`config.mk`:
```
export PLATFORM = sky130hd
export DESIGN_NAME = mem_lane_bridge
export DESIGN_NICKNAME = d
export VERILOG_FILES = /design/src/rtl/mem_lane_pkg.sv /design/src/rtl/mem_lane_seq.sv /design/src/rtl/mem_lane_steer.sv /design/src/rtl/mem_lane_merge.sv /design/src/rtl/mem_lane_bridge.sv
export SDC_FILE = /design/constraint.sdc
export NUM_CORES = 1
export LEC_CHECK = 0
export ABC_AREA = 1
export BUFFER_PORTS_ARGS = -buffer_cell sky130_fd_sc_hd__buf_2
export CORE_MARGIN = 3
export CORE_UTILIZATION = 35
export DETAILED_ROUTE_END_ITERATION = 10
export GPL_TIMING_DRIVEN = 0
export MAX_ROUTING_LAYER = met4
export PLACE_DENSITY = 0.65
export SLEW_MARGIN = 10
export SYNTH_ARGS = -nofsm -noshare
export SYNTH_HDL_FRONTEND = slang
export SYNTH_SLANG_ARGS = --single-unit
```
`constraint.sdc`:
```
create_clock -name clk_i -period 2.4 [get_ports clk_i]
set_clock_uncertainty 0.2 [all_clocks]
set_input_delay 0.24 -clock clk_i [delete_from_list [all_inputs] [get_ports clk_i]]
set_output_delay 0.24 -clock clk_i [all_outputs]
set_load 0.02 [all_outputs]
```
`src/rtl/mem_lane_pkg.sv`:
```
package mem_lane_pkg;
  typedef enum logic [1:0] {
    ST_IDLE = 2'd0,
    ST_LO   = 2'd1,
    ST_HI   = 2'd2,
    ST_DONE = 2'd3
  } seq_state_e;
endpackage

```
`src/rtl/mem_lane_seq.sv`:
```
module mem_lane_seq
  import mem_lane_pkg::*;
(
  input  logic clk_i,
  input  logic rst_ni,
  input  logic req_i,
  input  logic split_i,
  input  logic bus_ready_i,
  output logic latch_o,
  output logic second_o,
  output logic bus_req_o,
  output logic cap_o,
  output logic ack_o
);
  seq_state_e state_q, state_d;

  always_ff @(posedge clk_i or negedge rst_ni) begin
    if (!rst_ni) state_q <= ST_IDLE;
    else         state_q <= state_d;
  end

  always_comb begin
    state_d = state_q;
    unique case (state_q)
      ST_IDLE: if (req_i) state_d = ST_LO;
      ST_LO:   if (bus_ready_i) state_d = split_i ? ST_HI : ST_DONE;
      ST_HI:   if (bus_ready_i) state_d = ST_DONE;
      ST_DONE: state_d = ST_IDLE;
      default: state_d = ST_IDLE;
    endcase
  end

  assign latch_o   = (state_q == ST_IDLE) && req_i;
  assign second_o  = (state_q == ST_HI);
  assign bus_req_o = (state_q == ST_LO) || (state_q == ST_HI);
  assign cap_o     = bus_req_o && bus_ready_i;
  assign ack_o     = (state_q == ST_DONE);
endmodule

```
`src/rtl/mem_lane_steer.sv`:
```
module mem_lane_steer #(
  parameter int ADDR_W = 20,
  parameter int LANE_W = 8
) (
  input  logic                  active_i,
  input  logic                  second_i,
  input  logic                  we_i,
  input  logic                  word_i,
  input  logic [ADDR_W-1:0]     addr_i,
  input  logic [2*LANE_W-1:0]   wdata_i,
  output logic [ADDR_W-1:0]     bus_addr_o,
  output logic [1:0]            bus_be_o,
  output logic                  bus_we_o,
  output logic [2*LANE_W-1:0]   bus_wdata_o
);
  localparam int DW = 2 * LANE_W;

  logic            odd;
  logic [LANE_W-1:0] lo_b, hi_b;

  assign odd  = addr_i[0];
  assign lo_b = wdata_i[LANE_W-1:0];
  assign hi_b = wdata_i[DW-1:LANE_W];

  // second cycle of a split word targets the next byte, wrapping at the top
  assign bus_addr_o = second_i ? addr_i + ADDR_W'(1) : addr_i;
  assign bus_we_o   = active_i && we_i;

  always_comb begin
    if (!active_i)     bus_be_o = 2'b00;
    else if (second_i) bus_be_o = 2'b01;
    else               bus_be_o = {odd | word_i, ~odd};
  end

  always_comb begin
    if (second_i)             bus_wdata_o = {hi_b, hi_b};
    else if (word_i && !odd)  bus_wdata_o = wdata_i;
    else                      bus_wdata_o = {lo_b, lo_b};
  end
endmodule

```
`src/rtl/mem_lane_merge.sv`:
```
module mem_lane_merge #(
  parameter int LANE_W = 8
) (
  input  logic                clk_i,
  input  logic                rst_ni,
  input  logic                cap_i,
  input  logic                second_i,
  input  logic                we_i,
  input  logic                word_i,
  input  logic                odd_i,
  input  logic [2*LANE_W-1:0] bus_rdata_i,
  output logic [2*LANE_W-1:0] rdata_o
);
  localparam int DW = 2 * LANE_W;

  logic [LANE_W-1:0] lo_lane, hi_lane;
  logic [DW-1:0]     rd_q;

  assign lo_lane = bus_rdata_i[LANE_W-1:0];
  assign hi_lane = bus_rdata_i[DW-1:LANE_W];

  always_ff @(posedge clk_i or negedge rst_ni) begin
    if (!rst_ni) begin
      rd_q <= '0;
    end else if (cap_i && !we_i) begin
      if (second_i)            rd_q[DW-1:LANE_W]   <= lo_lane;
      else if (word_i && !odd_i) rd_q              <= bus_rdata_i;
      else if (odd_i)          rd_q                <= {{LANE_W{1'b0}}, hi_lane};
      else                     rd_q                <= {{LANE_W{1'b0}}, lo_lane};
    end
  end

  assign rdata_o = rd_q;
endmodule

```
`src/rtl/mem_lane_bridge.sv`:
```
module mem_lane_bridge #(
  parameter int ADDR_W = 20,
  parameter int LANE_W = 8
) (
  input  logic                clk_i,
  input  logic                rst_ni,
  input  logic                req_i,
  input  logic                we_i,
  input  logic                word_i,
  input  logic [ADDR_W-1:0]   addr_i,
  input  logic [2*LANE_W-1:0] wdata_i,
  output logic                ack_o,
  output logic [2*LANE_W-1:0] rdata_o,
  output logic                bus_req_o,
  output logic                bus_we_o,
  output logic [ADDR_W-1:0]   bus_addr_o,
  output logic [1:0]          bus_be_o,
  output logic [2*LANE_W-1:0] bus_wdata_o,
  input  logic [2*LANE_W-1:0] bus_rdata_i,
  input  logic                bus_ready_i
);
  localparam int DW = 2 * LANE_W;

  logic              latch, second, cap;
  logic              we_q, word_q;
  logic [ADDR_W-1:0] addr_q;
  logic [DW-1:0]     wdata_q;

  always_ff @(posedge clk_i or negedge rst_ni) begin
    if (!rst_ni) begin
      we_q    <= 1'b0;
      word_q  <= 1'b0;
      addr_q  <= '0;
      wdata_q <= '0;
    end else if (latch) begin
      we_q    <= we_i;
      word_q  <= word_i;
      addr_q  <= addr_i;
      wdata_q <= wdata_i;
    end
  end

  mem_lane_seq u_seq (
    .clk_i       (clk_i),
    .rst_ni      (rst_ni),
    .req_i       (req_i),
    .split_i     (word_q & addr_q[0]),
    .bus_ready_i (bus_ready_i),
    .latch_o     (latch),
    .second_o    (second),
    .bus_req_o   (bus_req_o),
    .cap_o       (cap),
    .ack_o       (ack_o)
  );

  mem_lane_steer #(.ADDR_W(ADDR_W), .LANE_W(LANE_W)) u_steer (
    .active_i    (bus_req_o),
    .second_i    (second),
    .we_i        (we_q),
    .word_i      (word_q),
    .addr_i      (addr_q),
    .wdata_i     (wdata_q),
    .bus_addr_o  (bus_addr_o),
    .bus_be_o    (bus_be_o),
    .bus_we_o    (bus_we_o),
    .bus_wdata_o (bus_wdata_o)
  );

  mem_lane_merge #(.LANE_W(LANE_W)) u_merge (
    .clk_i       (clk_i),
    .rst_ni      (rst_ni),
    .cap_i       (cap),
    .second_i    (second),
    .we_i        (we_q),
    .word_i      (word_q),
    .odd_i       (addr_q[0]),
    .bus_rdata_i (bus_rdata_i),
    .rdata_o     (rdata_o)
  );
endmodule

```
### Yosys cells after proc, flatten, opt, wreduce, memory -nomap -nowiden

Index checks and enable logic that the tools add are counted.

| storage, ports and cells | value |
|---|---|
| bits in registers | 56 |
| input port bits | 58 |
| output and inout port bits | 57 |
| logic and storage cells | 42 |

| cells by class | value |
|---|---|
| $add $sub $neg | 1 |
| equality and inequality tests | 6 |
| muxes and demuxes | 13 |
| bitwise operators | 4 |
| reductions and logical operators | 11 |

Operators with widths:

| kind | count |
|---|---|
| 16-bit two-way mux | 3 |
| 20-bit by 1-bit adder with 20-bit output (second input constant) | 1 |
| 20-bit two-way mux | 1 |
| 8-bit two-way mux | 2 |
| 2-bit two-way mux | 5 |
| 2-bit case mux with 4 select lines | 1 |
| 2-bit inequality test (second input constant) | 3 |
| 1-bit logical AND | 5 |
| 2-bit == test (second input constant) | 2 |
| 3-bit AND reduction | 1 |
| 2-bit by 1-bit == test with 1-bit output (second input constant) | 1 |
| 1-bit zero test | 2 |
| 2-bit zero test | 1 |
| 1-bit NOT | 2 |
| 2-bit AND reduction | 1 |
| 1-bit AND | 1 |
| 1-bit logical OR | 1 |
| 1-bit two-way mux | 1 |
| 1-bit bitwise OR | 1 |

### Longest topological paths before layout

Gate-level depths: netlist of run 1.

| depth | value |
|---|---|
| depth after elaboration | 5 |
| mapped depth | 10 |
| mapped depth without buffers | 9 |

### By module

A second synthesis of run 1 with hierarchy kept.

| second synthesis, totals | value |
|---|---|
| cells, all modules | 504 |
| area total of the unflattened synthesis | 3479.6 sq um |

Modules (own cells, without submodules):

| module | instances | cells each | area an instance (sq um) |
|---|---|---|---|
| mem_lane_bridge | 1 | 163 | 1460.2 |
| mem_lane_steer | 1 | 177 | 897.1 |
| mem_lane_merge | 1 | 132 | 894.6 |
| mem_lane_seq | 1 | 32 | 227.7 |

### Worst setup path after synthesis of run 1

Ideal clock, no wire load.

| timing path | value |
|---|---|
| path type | register to output |
| start | register u_seq.state_q[0] |
| end | output bus_wdata_o[10] |
| arrival time | 1.655 ns |
| slack | 0.305 ns |
| stages on the path, launching flop included | 8 |
| buffers on the path | 2 |
| cells stage by stage | dfrtp_1 -> inv_1 -> ha_1 -> buf_4 -> inv_2 -> o21ai_2 -> buf_2 -> o21ai_0 |

| on the way | value |
|---|---|
| cells in the longest elaborated chain, start to end | 2 |

RTL lines:

| what | RTL line | source |
|---|---|---|
| from (decl) | mem_lane_seq.sv:15 | `seq_state_e state_q, state_d;` |
| from (signal assigned) | mem_lane_seq.sv:19 | `else state_q <= state_d;` |
| 2-bit == test | mem_lane_seq.sv:34 | `assign second_o = (state_q == ST_HI);` |
| 16-bit two-way mux | mem_lane_steer.sv:36 | `if (second_i) bus_wdata_o = {hi_b, hi_b};` |
| to (decl) | mem_lane_bridge.sv:18 | `output logic [2*LANE_W-1:0] bus_wdata_o,` |

No other way between the ends.

### Worst setup path after layout of run 1

| timing path | value |
|---|---|
| start | register u_seq.state_q[0] |
| end | output bus_addr_o[11] |

| on the way | value |
|---|---|
| cells in the longest elaborated chain, start to end | 2 |

RTL lines:

| what | RTL line | source |
|---|---|---|
| 2-bit == test | mem_lane_seq.sv:34 |  |
| 20-bit two-way mux | mem_lane_steer.sv:26 | `assign bus_addr_o = second_i ? addr_i + ADDR_W'(1) : addr_i;` |
| to (decl) | mem_lane_bridge.sv:16 | `output logic [ADDR_W-1:0] bus_addr_o,` |

No other way between the ends.

==> results of run 1 <==
==> final cells by class <==
| type | count | area (um^2) |
|---|---|---|
| Tap cell | 108 | 135.1 |
| Fill cell | 859 | 4360 |
| Multi-Input combinational cell | 273 | 1582 |
| Clock inverter | 3 | 42.54 |
| Timing Repair Buffer | 153 | 965.9 |
| Clock buffer | 5 | 68.82 |
| Buffer | 15 | 108.9 |
| Sequential cell | 56 | 1403 |
| Inverter | 48 | 182.7 |
==> per-layer routing <==
| layer | vias up | share of wire (%) | wire [um] | track usage [%] |
|---|---|---|---|---|
| met1 | 1480 | 45 | 3998 | 23.80 |
| met5 | - | 0 | 0 | - |
| met2 | 87 | 49 | 4388 | 29.84 |
| li1 | 1578 | - | - | - |
| met4 | 0 | 1.2 | 108 | 5.146 |
| met3 | 7 | 5.4 | 481 | 2.389 |
==> metrics by stage <==
stage / hold slack (ns) / setup WS [ns]
2_1_floorplan: -0.2556 / 0.3055
3_3_place_gp: 0.2711 / 0.2305
3_5_place_dp: 0.1634 / 0.1895
4_1_cts: 0.002049 / 0.009904
5_1_grt: 0.03797 / 0.006211
6_report: 0.004479 / 0.1146
==> sequential cells by signal, summed over array words and instances, names as in the netlist <==
signal,count
addr_q,20
wdata_q,16
u_merge.rdata_o,16
word_q,1
u_seq.state_q,2
we_q,1
==> what timing repair did <==
| action | 4_1_cts | 5_1_grt |
|---|---|---|
| hold endpoints to repair | 92 | 0 |
| pin swaps | 0 | 2 |
| hold buffers | 37 | 0 |
| buffers inserted | 1 | 1 |
| gates resized for setup | 4 | 18 |
| setup endpoints to repair | 23 | 24 |
==> report_power, final <==
part / switching, mW / total, mW / leakage, nW / internal, mW
logic: 2.36 / 3.77 / 1.60 / 1.41
clock network: 0.330 / 0.640 / 0.0541 / 0.310
registers: 0.350 / 1.75 / 0.648 / 1.40
==> worst max-delay path, stage by stage, from the launching register on <==
cell     delay (ns)
dfrtp_1        0.40
inv_2          0.08
ha_1           0.16
buf_6          0.16
buf_6          0.16
nand3_2        0.14
inv_2          0.10
nand4_1        0.08
nand2_1        0.09
buf_2          0.16
==> kinds of logic after synthesis <==
| group | Yosys count | share of synthesized area [%] |
|---|---|---|
| xor+xnor | 6 | 1.623 |
| simple gates | 163 | 23.50 |
| flops | 56 | 43.29 |
| buf+inv | 63 | 8.311 |
| mux | 22 | 7.654 |
| compound gates | 75 | 12.91 |
| fa+ha+maj | 7 | 2.706 |
==> placed cells by master, fill, tap and decap left out, types with 2 or more instances in the layout <==
master | netlist | routed
a21oi_1 | 16 | 16
a31oi_1 | 8 | 8
buf_2 | 8 | 116
buf_4 | 4 | 8
buf_6 | 1 | 5
clkbuf_1 | 2 | 2
clkbuf_8 | 0 | 5
dfrtp_1 | 56 | 55
dlygate4sd3_1 | 0 | 37
ha_1 | 7 | 7
inv_1 | 44 | 42
inv_2 | 3 | 4
mux2_2 | 22 | 22
nand2_1 | 82 | 81
nand2_2 | 4 | 5
nand2_4 | 2 | 2
nand3_1 | 7 | 7
nand3_2 | 2 | 2
nand3b_1 | 7 | 7
nand4_1 | 2 | 2
nor2_1 | 45 | 45
nor2_2 | 2 | 2
nor2_4 | 6 | 6
o21a_1 | 8 | 8
o21ai_0 | 36 | 31
o21ai_1 | 2 | 7
xor2_1 | 5 | 5
==> how the worst max path moves through the flow <==
stage	slack [ns]	endpoint	cells after the start
4_1_cts	0.01	bus_wdata_o[15]	8
2_1_floorplan	0.31	bus_wdata_o[10]	7
5_1_grt	0.006	bus_addr_o[17]	11
6_report	0.11	bus_addr_o[11]	9
3_5_place_dp	0.19	bus_wdata_o[13]	9
3_3_place_gp	0.23	bus_wdata_o[15]	8
==> flow_summary.toml, run 1 <==
[synthesis]
yosysWarningCount = 0
syn-cell-area_mm2 = 0.003237
mean_post_synth_cell_area_um2 = 8.257
synth.distinct_cells = 35
synth_enable_flop_cells = 0
netlist_instances = 392
ff_latch_count_synth = 56
synthTopCellsByCount = "nand2_1, dfrtp_1, nor2_1"
synth_most_common_cell = "nand2_1"
syn-num-nets = 457
yosysTopAreaCellShare_pct = 43.29
synth_top_flop_cell = "dfrtp_1"
ys_async_sr_fraction_pct = 100.0
yosysTopAreaCell = "dfrtp_1"
synth_seq_area_share_pct = 43.29
synthTopCellsByArea = "dfrtp_1, nand2_1, mux2_2"

[floorplanning]
die_area_mm2 = 0.01044
start_util_pct = 36.58
row_count = 34
core-area_mm2 = 0.008848
die_h_um = 102.2
die_width_um = 102.2
boundaryPins = 115

[global_routing]
pin_count_of_the_biggest_net_entering_global_routing = 57
groute.usage.overall_pct = 18.24
first_pass_grt_wire_length_mm = 14.67
first_global_vias = 3122
globalRouteOverflowTotal = 0
grt_antenna_before_repair = 0

[timing]
setup_total_negative_slack_ns = 0
tightest_slew_ns = 0.7396
timing_max_transition_violations_final = 0
fmaxAchievable_mhz = 437.6
timing.final.hold_violations = 0
setup_viol = 0
unrepaired_setup_endpoints_after_global_routing = "false"
fin_crit_sh_pct = 95.23
timing.final.crit_period_ns = 2.285
slew-limit-headroom_pct = 50.70

[place]
dp_cells = 614
place.port_buffers = 114
gp_routability_congestion = 0.8285
placed_cell_area_mm2 = 0.003945
dp_hpwl_mm = 6.692

[drt]
drt_iter0_drc = 161
first_pass_iters = 5
drc = 0
route.detailed.vias_per_inst = 4.769
wire_per_inst_um = 13.58
num_vias = 3152
routed_wirelength_mm = 8.977
ant_nets = 0

[cells_and_area]
post-route-cell-area_mm2 = 0.004488
antenna_cells = 0
layout.nets = 617
area_growth_synth_to_finish_pct = 38.65
fin_util_pct = 50.72
final-instance-count-excl-fill = 661
drive_gt1_share_pct = 33.45

[clocking]
cts_sinks = 56
cts_made_buffers = 5
worstSkewPairLatency_ns = 0.30
cts.root.buffer_cell = "clkbuf_8"
clock_path_buffers = 2
cts_tree = "yes"
worst_setup_hold_path_clk_slew_ns = 0.11
cts_max_level = 2

[setup_path]
worstPathMaxFanout = 10
setup.worst_path.start_class = "flip-flop"
critPathCaptureType = "primary output"
reg2reg_from = "u_seq.state_q[1]$_DFFE_PN0P_"
cp_data_arrival_time_ns = 1.85
criticalPathCategory = "flip-flop to primary output"
r2r_end = "addr_q[7]$_DFFE_PN0P_"
critPathRequiredTime_ns = 1.96
reg2reg_setup_slack_ns = 0.46
worst_setup_path_startpoint = "u_seq.state_q[0]$_DFFE_PN0P_"
r2r_cells = 6

[worst_hold_path]
endpoint_of_the_worst_hold_timing_path = "addr_q[11]$_DFFE_PN0P_"
worst_hold_path_stage_count = 3
hold_start = "addr_i[11]"
holdCritPathClass = "input pin to flip-flop"

[power_and_ir_drop]
pwr_density_cell_mw_per_mm2 = 1373
peak_vdd_ir_uv = 879.1
power_mw = 6.161
pleak_nw = 2.306

[flow_run]
max-cap-violations = 0

[outcome]
run_status = "finished, final reports clean"
No activity file was read; power rests on OpenSTA's default activity.
==> run 2, diff against run 1 <==
Settings changed: BUFFER_PORTS_ARGS -buffer_cell sky130_fd_sc_hd__buf_2 to unset, CTS_CLUSTER_SIZE set to 8, DONT_BUFFER_PORTS set to 1, PLACE_DENSITY 0.65 to 0.54, SETUP_SLACK_MARGIN set to 0.5.
==> flow_summary.toml, run 2 (synthesized netlist as in run 1, its figures left out) <==
[cells_and_area]
largest_register_ff_count = 20
drive_gt1_share_pct = 35.81
fin_util_pct = 55.13
regMostFlops = "addr_q"
mostFrequentLayoutCells = "nand2_1, dfrtp_1, dlygate4sd3_1, nor2_1, inv_1"
final-instance-count-excl-fill = 580
mostFrequentLayoutCell = "nand2_1"
layout.nets = 536
area_growth_synth_to_finish_pct = 50.72
antenna_cells = 0
num-fill-cells = 801

[place]
dp_hpwl_mm = 6.416
gp_routability_congestion = 0.8163
placement_stage_worst_setup_slack_ns = 0.1688
dp_cells = 500
place.port_buffers = 0

[drt]
wire_per_inst_um = 16.88
ant_nets = 0
routed_wirelength_mm = 9.789
first_pass_iters = 4
drc = 0
drt_iter0_drc = 86
num_vias = 2930
route.detailed.vias_per_inst = 5.052

[setup_path]
critPathRequiredTime_ns = 1.96
setup.worst_path.start_class = "flip-flop"
cp_data_arrival_time_ns = 1.69
critPathCaptureType = "primary output"
crit_path_max_incr_delay_ns = 0.42
worst_setup_path_startpoint = "u_seq.state_q[0]$_DFFE_PN0P_"
reg2reg_from = "u_seq.state_q[0]$_DFFE_PN0P_"
worstPathMaxFanout = 7
slowest_stage = "dfrtp_1"
critical_path.cell_chain = "inv_2, ha_4, buf_12, nand3_4, nor3_4, xor2_2"
criticalPathCategory = "flip-flop to primary output"

[clocking]
cts_sinks = 56
worst_setup_hold_path_clk_slew_ns = 0.11
clock_path_buffers = 2
cts.root.buffer_cell = "clkbuf_8"
worstSkewPairLatency_ns = 0.31
cts_made_buffers = 5
cts_tree = "yes"
cts_max_level = 2

[worst_hold_path]
holdCritPathClass = "input pin to flip-flop"
hold_start = "bus_ready_i"

[global_routing]
grt_antenna_before_repair = 0
first_global_vias = 3130
first_pass_grt_wire_length_mm = 15.61
groute.usage.overall_pct = 19.72
globalRouteOverflowTotal = 0
pin_count_of_the_biggest_net_entering_global_routing = 57

[flow_run]
max-cap-violations = 0

[floorplanning]
boundaryPins = 115
row_count = 34
start_util_pct = 36.58
core-area_mm2 = 0.008848
die_h_um = 102.2
die_area_mm2 = 0.01044
die_width_um = 102.2

[outcome]
run_status = "finished, final reports clean"

[power_and_ir_drop]
pleak_nw = 2.204
peak_vdd_ir_uv = 1067
power_mw = 7.237
pwr_density_cell_mw_per_mm2 = 1483

[timing]
worst_setup_slack_final_ns = 0.2667
fmaxAchievable_mhz = 468.8
unrepaired_setup_endpoints_after_global_routing = "true"
timing.final.hold_violations = 0
setup_total_negative_slack_ns = 0
setup_viol = 0
timing_max_transition_violations_final = 0
tightest_slew_ns = 0.3527
slew-limit-headroom_pct = 76.40
timing.final.crit_period_ns = 2.133
fin_crit_sh_pct = 88.89
## run 2: cell count changes in the layout (fill, tap and decap cells not counted), sizes merged
cell	change
clkbuf	+1
buf	-94
clkinvlp	-1
dlygate4sd3	+14
clkinv	-1
## run 2: path summary, 6_finish.rpt
path	to	slack, ns	depth (start not counted)
worst max-delay path	bus_addr_o[6]	0.27	6
worst min-delay path	u_seq.state_q[1]$_DFFE_PN0P_	0.007	3
worst max register to register	u_merge.rdata_o[1]$_DFFE_PN0P_	0.42	10
worst min register to register	addr_q[19]$_DFFE_PN0P_	0.36	1
max in group asynchronous	addr_q[5]$_DFFE_PN0P_	1.49	2
min in group asynchronous	u_merge.rdata_o[0]$_DFFE_PN0P_	0.25	2
## run 2: final cells by class
| type | count | area, um^2 | area share, % |
|---|---|---|---|
| multi-input combinational | 273 | 2106 | 43.16 |
| inverter | 48 | 197.7 | 4.052 |
| clock buffer | 7 | 96.34 | 1.975 |
| clock inverter | 1 | 30.03 | 0.6155 |
| sequential | 56 | 1408 | 28.85 |
| buffer | 15 | 161.4 | 3.309 |
| timing repair buffer | 72 | 744.5 | 15.26 |
| tap | 108 | 135.1 | 2.770 |
## run 2: through the flow
step / hold WS, ns / cell area (um^2)
2_1_floorplan: -0.2556 / 3248
3_3_place_gp: -0.2526 / 3383
3_5_place_dp: -0.2525 / 3383
4_1_cts: 0.0006125 / 4806
5_1_grt: 0.01307 / 4878
6_report: 0.007178 / 4878
## run 2: critical path: cells and delay by family, from the launching register on
family / cells / cell delay, ns
flops: 1 / 0.42
simple gates: 2 / 0.30
xor+xnor: 1 / 0.30
buf+inv: 2 / 0.22
fa+ha+maj: 1 / 0.13
## run 2: repair_timing
| action | CTS | global route |
|---|---|---|
| gates resized for setup | 143 | 21 |
| buffers inserted | 17 | 1 |
| hold buffers | 52 | 0 |
| pin swaps | 33 | 14 |
| endpoints found under the setup margin | 72 | 88 |
| hold endpoints to repair | 106 | 0 |
| gates cloned | 2 | 0 |
## run 2: power breakdown
group,switching [mW],internal (mW),total (mW)
combinational,2.74,1.78,4.52
clock,0.324,0.369,0.693
sequential,0.616,1.41,2.02
total,3.67,3.56,7.24
## run 2: layer usage
metal | track usage (%) | vias to the layer above | share of wire (%) | wire length, um
met1 | 24.22 | 1393 | 43 | 4233
met2 | 33.18 | 96 | 49 | 4838
li1 | - | 1425 | - | -
met3 | 4.027 | 16 | 5.7 | 555
met5 | - | - | 0 | 0
met4 | 5.146 | 0 | 1.6 | 161
